[src/rtl/coinc_gate_pkg.sv]
// Package: shared mode codes and helpers for the coincidence gating unit.
// Assumes mode codes above the defined range are treated as off.
package coinc_gate_pkg;

    typedef enum logic [2:0] {
        MODE_OFF     = 3'd0,
        MODE_COINC   = 3'd1,
        MODE_ANTI    = 3'd2,
        MODE_CB_CO   = 3'd3,
        MODE_CB_ANTI = 3'd4
    } gate_mode_t;

    // Map a raw code onto a defined mode; undefined codes fall back to off.
    function automatic gate_mode_t norm_mode(input logic [2:0] code);
        return (code > 3'd4) ? MODE_OFF : gate_mode_t'(code);
    endfunction

endpackage

[src/rtl/cg_polarity.sv]
// Gate polarity stage: turns the raw gate level into an "active" flag.
// Assumes gate_i is already synchronous to clk.
module cg_polarity (
    input  logic gate_i,
    input  logic pol_i,
    output logic active_o
);
    // Select active-high or active-low interpretation.
    always_comb active_o = pol_i ? gate_i : ~gate_i;
endmodule

[src/rtl/cg_window.sv]
// Wait-window down counter: loaded with the window length at event start,
// counts down once per pending cycle, flags the final window cycle.
// Assumes load is only asserted with a non-zero length.
module cg_window #(
    parameter int WIN_W = 8
) (
    input  logic             clk,
    input  logic             rst_n,
    input  logic             load_i,
    input  logic [WIN_W-1:0] len_i,
    input  logic             run_i,
    output logic             last_o
);
    logic [WIN_W-1:0] cnt_q;

    // Load on event start, decrement while the decision is pending.
    always_ff @(posedge clk) begin
        if (!rst_n)
            cnt_q <= '0;
        else if (load_i)
            cnt_q <= len_i;
        else if (run_i && cnt_q != '0)
            cnt_q <= cnt_q - 1'b1;
    end

    // Final cycle of the window.
    always_comb last_o = (cnt_q == WIN_W'(1));
endmodule

[src/rtl/cg_lost_ctr.sv]
// Saturating counter of store pulses dropped while a decision is pending.
module cg_lost_ctr #(
    parameter int LOST_W = 4
) (
    input  logic              clk,
    input  logic              rst_n,
    input  logic              inc_i,
    output logic [LOST_W-1:0] cnt_o
);
    localparam logic [LOST_W-1:0] CMAX = '1;

    // Count up on each drop and hold at the maximum.
    always_ff @(posedge clk) begin
        if (!rst_n)
            cnt_o <= '0;
        else if (inc_i && cnt_o != CMAX)
            cnt_o <= cnt_o + 1'b1;
    end
endmodule

[src/rtl/coinc_gate_unit.sv]
// Coincidence gating decision unit (top).
// Decides per store pulse whether to strobe memory group 1 and/or group 2.
// Basic modes wait up to win_i cycles for the gate; combined modes decide
// at the store pulse and always strobe group 2. Settings are captured at
// event start. Assumes store_i is a one-cycle pulse and gate_i is synchronous.
module coinc_gate_unit #(
    parameter int WIN_W  = 8,
    parameter int LOST_W = 4
) (
    input  logic              clk,
    input  logic              rst_n,
    input  logic              store_i,
    input  logic              gate_i,
    input  logic [2:0]        mode_i,
    input  logic              pol_i,
    input  logic [WIN_W-1:0]  win_i,
    output logic              g1_stb_o,
    output logic              g2_stb_o,
    output logic              busy_o,
    output logic [LOST_W-1:0] lost_cnt_o
);
    import coinc_gate_pkg::*;

    typedef enum logic {ST_IDLE, ST_WAIT} st_t;

    st_t        st_q, st_d;
    gate_mode_t mode_q, mode_now;
    logic       pol_q, pol_sel, gate_act, win_last;
    logic       load, g1_d, g2_d;

    // Current mode code, with undefined codes folded to off.
    always_comb mode_now = norm_mode(mode_i);

    // Polarity follows the live input when idle and the captured one when waiting.
    always_comb pol_sel = (st_q == ST_WAIT) ? pol_q : pol_i;

    cg_polarity u_pol (
        .gate_i  (gate_i),
        .pol_i   (pol_sel),
        .active_o(gate_act)
    );

    cg_window #(.WIN_W(WIN_W)) u_win (
        .clk   (clk),
        .rst_n (rst_n),
        .load_i(load),
        .len_i (win_i),
        .run_i (st_q == ST_WAIT),
        .last_o(win_last)
    );

    cg_lost_ctr #(.LOST_W(LOST_W)) u_lost (
        .clk  (clk),
        .rst_n(rst_n),
        .inc_i(store_i && st_q == ST_WAIT),
        .cnt_o(lost_cnt_o)
    );

    // Decision logic: next state, window load and strobe requests.
    always_comb begin
        st_d = st_q;
        load = 1'b0;
        g1_d = 1'b0;
        g2_d = 1'b0;
        if (st_q == ST_IDLE) begin
            if (store_i) begin
                unique case (mode_now)
                    MODE_COINC, MODE_ANTI: begin
                        if (gate_act || win_i == '0)
                            g1_d = (mode_now == MODE_COINC) ? gate_act : ~gate_act;
                        else begin
                            load = 1'b1;
                            st_d = ST_WAIT;
                        end
                    end
                    MODE_CB_CO: begin
                        g1_d = gate_act;
                        g2_d = 1'b1;
                    end
                    MODE_CB_ANTI: begin
                        g1_d = ~gate_act;
                        g2_d = 1'b1;
                    end
                    default: g1_d = 1'b1;
                endcase
            end
        end else begin
            if (gate_act) begin
                g1_d = (mode_q == MODE_COINC);
                st_d = ST_IDLE;
            end else if (win_last) begin
                g1_d = (mode_q == MODE_ANTI);
                st_d = ST_IDLE;
            end
        end
    end

    // State, captured settings and registered strobes.
    always_ff @(posedge clk) begin
        if (!rst_n) begin
            st_q     <= ST_IDLE;
            mode_q   <= MODE_OFF;
            pol_q    <= 1'b1;
            g1_stb_o <= 1'b0;
            g2_stb_o <= 1'b0;
        end else begin
            st_q     <= st_d;
            g1_stb_o <= g1_d;
            g2_stb_o <= g2_d;
            if (load) begin
                mode_q <= mode_now;
                pol_q  <= pol_i;
            end
        end
    end

    // Pending flag.
    always_comb busy_o = (st_q == ST_WAIT);
endmodule

[config.mk]
export PLATFORM = sky130hd
export DESIGN_NAME = coinc_gate_unit
export DESIGN_NICKNAME = d
export VERILOG_FILES = /design/src/rtl/coinc_gate_pkg.sv /design/src/rtl/cg_polarity.sv /design/src/rtl/cg_window.sv /design/src/rtl/cg_lost_ctr.sv /design/src/rtl/coinc_gate_unit.sv
export SDC_FILE = /design/constraint.sdc
export NUM_CORES = 1
export LEC_CHECK = 0
export BUFFER_PORTS_ARGS = -buffer_cell sky130_fd_sc_hd__buf_2
export CORE_MARGIN = 2
export CORE_UTILIZATION = 25
export CTS_BUF_LIST = sky130_fd_sc_hd__clkbuf_4
export CTS_CLUSTER_DIAMETER = 40
export DETAILED_ROUTE_END_ITERATION = 10
export GPL_ROUTABILITY_DRIVEN = 0
export PLACE_DENSITY = 0.43
export REMOVE_ABC_BUFFERS = 1
export SYNTH_ARGS = -nofsm -noshare
export SYNTH_HDL_FRONTEND = slang
export SYNTH_SLANG_ARGS = --single-unit
export TNS_END_PERCENT = 10
[constraint.sdc]
create_clock -name clk -period 2.18 [get_ports clk]
set_clock_uncertainty 0.1 [all_clocks]
set_input_delay 0.327 -clock clk [delete_from_list [all_inputs] [get_ports clk]]
set_output_delay 0.327 -clock clk [all_outputs]
set_load 0.005 [all_outputs]
# ---- After elaboration in Yosys (flattened, before gate mapping)
# Index checks and enable logic that the tools add are counted.
dict set report word_totals {
  regBits 19
  in_bits 16
}
dict set report classes {
  n_addsub 2
  n_lt_le_gt_ge 1
  eq_ne 8
  muxes 20
  bitwise_logic 4
  n_reduce_logical 10
}
# operator count
set ops {}
lappend ops {{$mux W1} 16}
lappend ops {{$mux W8} 2}
lappend ops {{$eq A3 B2 Y1 const B} 3}
lappend ops {{$eq A8 B1 Y1 const B} 1}
lappend ops {{$logic_not A8 Y1} 1}
lappend ops {{$reduce_bool A8 Y1} 1}
lappend ops {{$sub A8 B1 Y8 const B} 1}
lappend ops {{$eq A3 B1 Y1 const B} 2}
lappend ops {{$add A4 B1 Y4 const B} 1}
lappend ops {{$ne A4 B4 Y1 const B} 1}
lappend ops {{$not A1 Y1} 4}
lappend ops {{$reduce_or A2 Y1} 2}
lappend ops {{$eq A3 B3 Y1 const B} 1}
lappend ops {{$gt A3 B3 Y1 const B} 1}
lappend ops {{$logic_and A1 B1 Y1} 3}
lappend ops {{$mux W3} 1}
lappend ops {{$pmux W1 S3} 1}
lappend ops {{$reduce_or A3 Y1} 1}
lappend ops {{$reduce_bool A2 Y1} 1}
lappend ops {{$logic_or A1 B1 Y1} 1}

# ---- Depth between registers and ports, before layout
# Gate-level depths: netlist (run 1).
dict set report logic_depth {
  word_depth 8
  mapped_depth 7
  depth_no_buf 7
}

# ---- Cells and area by module
# From an unflattened synthesis (run 1), not the netlist that was laid out.
dict set report hier_totals {
  hier_cells 128
  hier_area_um2 1126.1
}
# mod n_inst cells_per_inst area_each_um2 seq_area_each_um2
set modules_own_cells {}
lappend modules_own_cells {cg_window 1 59 513.0 160.2}
lappend modules_own_cells {coinc_gate_unit 1 46 407.9 140.1}
lappend modules_own_cells {cg_lost_ctr 1 22 196.4 80.1}
lappend modules_own_cells {cg_polarity 1 1 8.8 0.0}

# ---- Worst setup path after synthesis (run 1)
# OpenSTA, ideal clock, no wires.
dict set report synth_timing {
  path_kind {flip-flop to flip-flop}
  from {register u_win.cnt_q[0]}
  to {register u_win.cnt_q[1]}
  t_arrival_ps 1559
  setup_slack_ps 456
  path_stages_with_launch 8
  path_buffers 0
  path_cell_list {dfxtp_1 -> inv_2 -> ha_1 -> or3b_2 -> o21ai_4 -> mux2i_1 -> mux2i_1 -> nor2b_1}
}
dict set report synth_between {
  elab_chain_len 3
  word_cells_on_any_way 6
  cone_classes {1 x add/sub; 2 x mux; 3 x reduce/logical}
}
# item line_no
set synth_lines {}
lappend synth_lines {{from (decl)} cg_window.sv:14} ;# logic [WIN_W-1:0] cnt_q;
lappend synth_lines {{from (signal assigned)} cg_window.sv:21} ;# cnt_q <= len_i;
lappend synth_lines {{from (signal assigned)} cg_window.sv:23} ;# cnt_q <= cnt_q - 1'b1;
lappend synth_lines {{$sub A8 B1 Y8 / $reduce_bool A8 Y1 (equally long branches)} {cg_window.sv:23, cg_window.sv:22}}
lappend synth_lines {{$mux W8 / $logic_and A1 B1 Y1 (equally long branches)} cg_window.sv:22} ;# else if (run_i && cnt_q != '0)
lappend synth_lines {{$mux W8 / $reduce_bool A2 Y1 (equally long branches)} -}
# Parallel ways exist; a longest one is shown, timed or not. The select of a mux whose other input is x is not followed.
# A chain may end at the register's enable or synchronous reset.

# ---- Worst setup path in the final report (run 1)
# Ends and elaborated chain as after synthesis.

==> results of run 1 <==
==> layout make-up <==
| class | count | area [sq um] | area share, % |
|---|---|---|---|
| Clock buffer | 4 | 30.0 | 2.28 |
| Inverter | 6 | 22.5 | 1.71 |
| Multi-Input combinational cell | 94 | 692 | 52.6 |
| Sequential cell | 19 | 380 | 28.9 |
| Tap cell | 52 | 65.1 | 4.95 |
| Timing Repair Buffer | 24 | 125 | 9.51 |
==> flip-flops by register name (all words and copies together) (netlist names) <==
signal	flops
busy_o	1
g1_stb_o	1
g2_stb_o	1
mode_q	3
pol_q	1
u_lost.cnt_o	4
u_win.cnt_q	8
==> power by group <==
group	total (mW)	switching [mW]	internal (mW)
Sequential	0.371	0.0106	0.361
Combinational	0.140	0.0795	0.0606
Clock	0.194	0.110	0.0836
==> worst max-delay path by stage <==
stage | from | endpoint | depth (start not counted)
after CTS | u_win.cnt_q[0]$_SDFFE_PN0P_ | u_win.cnt_q[1]$_SDFFE_PN0P_ | 7
after detailed placement | u_win.cnt_q[0]$_SDFFE_PN0P_ | u_win.cnt_q[1]$_SDFFE_PN0P_ | 7
after global placement | u_win.cnt_q[0]$_SDFFE_PN0P_ | u_win.cnt_q[1]$_SDFFE_PN0P_ | 7
after global routing | u_win.cnt_q[0]$_SDFFE_PN0P_ | u_win.cnt_q[1]$_SDFFE_PN0P_ | 7
final | u_win.cnt_q[0]$_SDFFE_PN0P_ | u_win.cnt_q[1]$_SDFFE_PN0P_ | 7
after floorplan | busy_o$_SDFF_PN0_ | u_win.cnt_q[6]$_SDFFE_PN0P_ | 5
==> placed cells by master (no fill, tap or decap), types with 2 or more instances in the layout <==
cell type / netlist / routed
xor2_1: 2 / 2
nand3_1: 3 / 3
nor2_1: 4 / 4
a31oi_1: 3 / 3
and3_1: 3 / 3
xnor2_1: 4 / 4
a21boi_1: 4 / 4
buf_2: 1 / 22
ha_1: 4 / 4
nor2b_1: 4 / 4
nand2_1: 8 / 8
a21oi_1: 8 / 8
buf_4: 1 / 2
inv_2: 2 / 2
o21ai_0: 4 / 4
o21ai_1: 4 / 4
nand3b_1: 3 / 3
inv_1: 4 / 4
and2_1: 3 / 3
nor4_1: 2 / 2
clkbuf_4: 0 / 4
mux2i_1: 9 / 9
nor3_1: 2 / 2
dfxtp_1: 19 / 19
==> cells by family after synthesis <==
family,after synthesis,synth area share [%]
and+or+nand+nor,41,23.0
AOI/OAI and AO/OA,33,20.3
DFF,19,34.1
buffers and inverters,10,3.82
muxes,9,8.08
xor gates and xnor gates,7,6.17
adders and majority gates,4,4.49
==> cells in the mapped netlist, types with 2 or more instances <==
cell type / number / area share (%)
dfxtp_1: 19 / 34
mux2i_1: 9 / 8.1
a21oi_1: 8 / 3.6
nand2_1: 8 / 2.7
a21boi_1: 4 / 2.7
ha_1: 4 / 4.5
inv_1: 4 / 1.3
nor2_1: 4 / 1.3
nor2b_1: 4 / 2.2
o21ai_0: 4 / 1.8
o21ai_1: 4 / 1.8
xnor2_1: 4 / 3.1
a31oi_1: 3 / 1.7
and2_1: 3 / 1.7
and3_1: 3 / 1.7
nand3_1: 3 / 1.3
nand3b_1: 3 / 2.0
clkbuf_1: 2 / 0.67
inv_2: 2 / 0.67
nor3_1: 2 / 0.90
nor4_1: 2 / 1.1
xor2_1: 2 / 1.6
==> critical path, stage by stage, from the launching register on <==
cell	delay [ns]
dfxtp_1	0.34
inv_2	0.09
ha_1	0.20
or3b_2	0.54
o21ai_4	0.17
mux2i_1	0.22
mux2i_1	0.09
nor2b_1	0.11
==> layer usage <==
| layer | global-route usage (%) | up-vias | share of wire, % |
|---|---|---|---|
| met2 | 15.7 | 19 | 45 |
| li1 | - | 490 | - |
| met1 | 14.1 | 437 | 48 |
| met5 | 0 | - | 0 |
| met4 | 2.94 | 0 | 1.5 |
| met3 | 3.28 | 4 | 4.7 |
==> out/qor.yml, run 1 <==
finish:
  fin_cells: 199
  fin_nets: 168
  area_delta_synth_final_pct: 18.0
  stdcell_area_sq_um: 1320
  drive_gt1_share_pct: 27.2
  antenna-diode-count: 0
  fillers: 496
  post-route-util_pct: 30.4
detailed_routing:
  vias: 950
  drtAntennaViolNets: 0
  drt-total-wl_mm: 2.52
  drt_iter0_drc: 50
  drc: 0
  drt_pass1_iterations: 4
  wl_per_cell_um: 12.7
  vias_per_cell: 4.77
power:
  powerDensity_nw_per_um2: 536
  vdd_drop_max_mv: 0.200
  p_leak_nw: 0.566
  power_mw: 0.705
sta:
  max_slew_margin_pct: 71.5
  hold_viol: 0
  whs_ns: 0.164
  max_clock_freq_ghz: 0.520
  fin_setup_tns_ns: 0
  drv_slew: 0
  fin_crit_ns: 1.92
  rsz0062_at_grt: "false"
  setup_viol: 0
  worst_pin_slew_ns: 0.425
  final.period_utilization_pct: 88.2
  final.setup.worst_slack_ns: 0.258
yosys:
  syn_area_sq_um: 1110
  ys_types: 44
  yosys_warnings: 0
  synth_area_per_cell_sq_um: 9.06
  synthFlopType: "dfxtp_1"
  synth_edf_count: 0
  async_reset_ff_share_pct: 0
  seq_area_frac_synth_pct: 34.1
  synth-seq-cells: 19
  synthCells: 123
die:
  coreArea_sq_um: 4320
  dieHeight_um: 70.8
  die_w_um: 70.8
  num_io_pins: 23
  start_util_pct: 25.8
  rows: 24
  dieArea_sq_um: 5010
clocking:
  h-tree-depth: 1
  cts_resized: 0
  insertion_delay_ns: 0.29
  cts.sinks: 19
  cts_buffers: 3
  cts_setup_buffers: 0
  clockBufferDepth: 2
  clk_pin_slew_ns: 0.11
  cts_tree: "done"
  postCtsHoldBufs: 0
  cts_root_buf: "clkbuf_4"
status:
  status: "finished clean"
critical_path:
  cp-start-kind: "register"
  rr_worst_depth: 7
  cp_data_required_time_ns: 2.32
  r2r_setup_slack_ns: 0.26
  path_max_fanout: 5
  critPathKind: "reg -> reg"
  rr_endpoint: "u_win.cnt_q[1]$_SDFFE_PN0P_"
  r2r_start: "u_win.cnt_q[0]$_SDFFE_PN0P_"
  crit_arrival_ns: 2.06
  endpoint_kind: "register"
place:
  dp_slack_ns: 0.274
  hpwlAfterDp_mm: 1.95
  place_area_sq_um: 1280
  dp_cells: 195
  numPortBuffers: 22
grt:
  antenna_found_initial: 0
  track_usage_pct: 10.3
  grt_pass1_vias: 943
  grt_overflow_total: 0
  grt_pass1_wl_mm: 4.26
  grt_max_degree: 20
worst_hold_path:
  min_path_cells: 3
  min_to: "pol_q$_SDFFE_PN1P_"
  hold_path.startpoint: "pol_i"
  hold_class: "in -> reg"
job:
  cap_violations: 0
Power figures use the tool's default switching activity.
==> run 2, diff against run 1 <==
RECOVER_POWER = 50   (was unset)
==> out/qor.yml, run 2 (synthesized netlist as in run 1, its figures left out) <==
die:
  dieArea_sq_um: 5010
  die_w_um: 70.8
  num_io_pins: 23
  dieHeight_um: 70.8
  coreArea_sq_um: 4320
  rows: 24
  start_util_pct: 25.8
detailed_routing:
  drt_pass1_iterations: 4
  drtAntennaViolNets: 0
  drc: 0
  drt_iter0_drc: 50
  wl_per_cell_um: 12.7
  vias_per_cell: 4.76
  drt-total-wl_mm: 2.52
  vias: 947
power:
  vdd_drop_max_mv: 0.200
  p_leak_nw: 0.544
  powerDensity_nw_per_um2: 538
  power_mw: 0.703
finish:
  largest_reg_flops: 8
  layout_common_cells: "19 x dfxtp_1, 18 x buf_2, 9 x mux2i_1, 8 x nand2_1, 8 x a21oi_1"
  top_register: "u_win.cnt_q"
  antenna-diode-count: 0
  stdcell_area_sq_um: 1310
  fin_nets: 168
  regArea_sq_um: 380
  layout_commonest_cell: "dfxtp_1"
  multi_input_area_sq_um: 692
  layout_top_registers: "u_win.cnt_q: 8 flops, u_lost.cnt_o: 4 flops, mode_q: 3 flops"
  drive_gt1_share_pct: 23.8
  post-route-util_pct: 30.2
  fillers: 502
  area_delta_synth_final_pct: 17.2
clocking:
  postCtsHoldBufs: 0
  clockBufferDepth: 2
  cts.sinks: 19
  clk_pin_slew_ns: 0.11
  cts_root_buf: "clkbuf_4"
  cts_setup_buffers: 0
  cts_tree: "done"
  cts_buffers: 3
  cts_resized: 0
  insertion_delay_ns: 0.29
  h-tree-depth: 1
grt:
  grt_max_degree: 20
  track_usage_pct: 10.3
  grt_pass1_vias: 943
  antenna_found_initial: 0
  grt_pass1_wl_mm: 4.26
  grt_overflow_total: 0
sta:
  drv_slew: 0
  fin_setup_tns_ns: 0
  final.period_utilization_pct: 88.6
  fin_crit_ns: 1.93
  hold_viol: 0
  max_clock_freq_ghz: 0.518
  final.setup.worst_slack_ns: 0.248
  rsz0062_at_grt: "false"
  setup_viol: 0
  max_slew_margin_pct: 63.5
  worst_pin_slew_ns: 0.547
place:
  dp_slack_ns: 0.274
  place_area_sq_um: 1280
  hpwlAfterDp_mm: 1.95
  numPortBuffers: 22
worst_hold_path:
  hold_class: "in -> reg"
status:
  status: "finished clean"
job:
  cap_violations: 0
critical_path:
  cp_data_required_time_ns: 2.28
  r2r_setup_slack_ns: 0.25
  critPathKind: "reg -> reg"
  path_max_fanout: 11
  endpoint_kind: "register"
  crit_arrival_ns: 2.04
  cp-start-kind: "register"
[run 2: cell count changes in the layout (fill, tap and decap cells not counted), sizes merged]
| cell | change |
|---|---|
| buf | -5 |
| clkbuf | +5 |
[run 2: worst max-delay path, cell delays in order (launching register included)]
cell	delay, ns
dfxtp_1	0.36
clkbuf_1	0.44
nand2_1	0.12
a31oi_1	0.36
nand4_1	0.17
xnor2_1	0.14
and2_1	0.15
[run 2: power by group]
| part | internal, mW | switching (mW) |
|---|---|---|
| Combinational | 0.0595 | 0.0791 |
| Clock | 0.0836 | 0.110 |
| Sequential | 0.361 | 0.0107 |
| Total | 0.504 | 0.199 |
[run 2: path summary, 6_finish.rpt]
check,startpoint,to,depth (start not counted)
worst min register to register,mode_q[2]$_SDFFE_PN0P_,mode_q[2]$_SDFFE_PN0P_,1
worst max register to register,busy_o$_SDFF_PN0_,u_lost.cnt_o[3]$_SDFFE_PN0P_,6
worst min-delay path,pol_i,pol_q$_SDFFE_PN1P_,3
worst max-delay path,busy_o$_SDFF_PN0_,u_lost.cnt_o[3]$_SDFFE_PN0P_,6
[run 2: layout make-up]
| type | instances | area share [%] |
|---|---|---|
| Clock buffer | 4 | 2.30 |
| Inverter | 6 | 1.72 |
| Multi-Input combinational cell | 94 | 53.0 |
| Sequential cell | 19 | 29.1 |
| Tap cell | 52 | 4.98 |
| Timing Repair Buffer | 24 | 8.91 |
[run 2: routing by layer]
| layer | vias to the layer above | part of all wire (%) | GRT usage, % |
|---|---|---|---|
| met5 | - | 0 | 0 |
| met4 | 0 | 1.5 | 2.94 |
| met3 | 4 | 4.7 | 3.28 |
| met2 | 19 | 45 | 15.7 |
| met1 | 434 | 48 | 14.1 |
| li1 | 490 | - | - |
[run 2: through the flow]
step,hold WS (ns),cells
4_1_cts,0.148,199
3_5_place_dp,0.364,195
3_3_place_gp,0.365,195
5_1_grt,0.161,199
2_1_floorplan,0.289,119
6_report,0.165,199
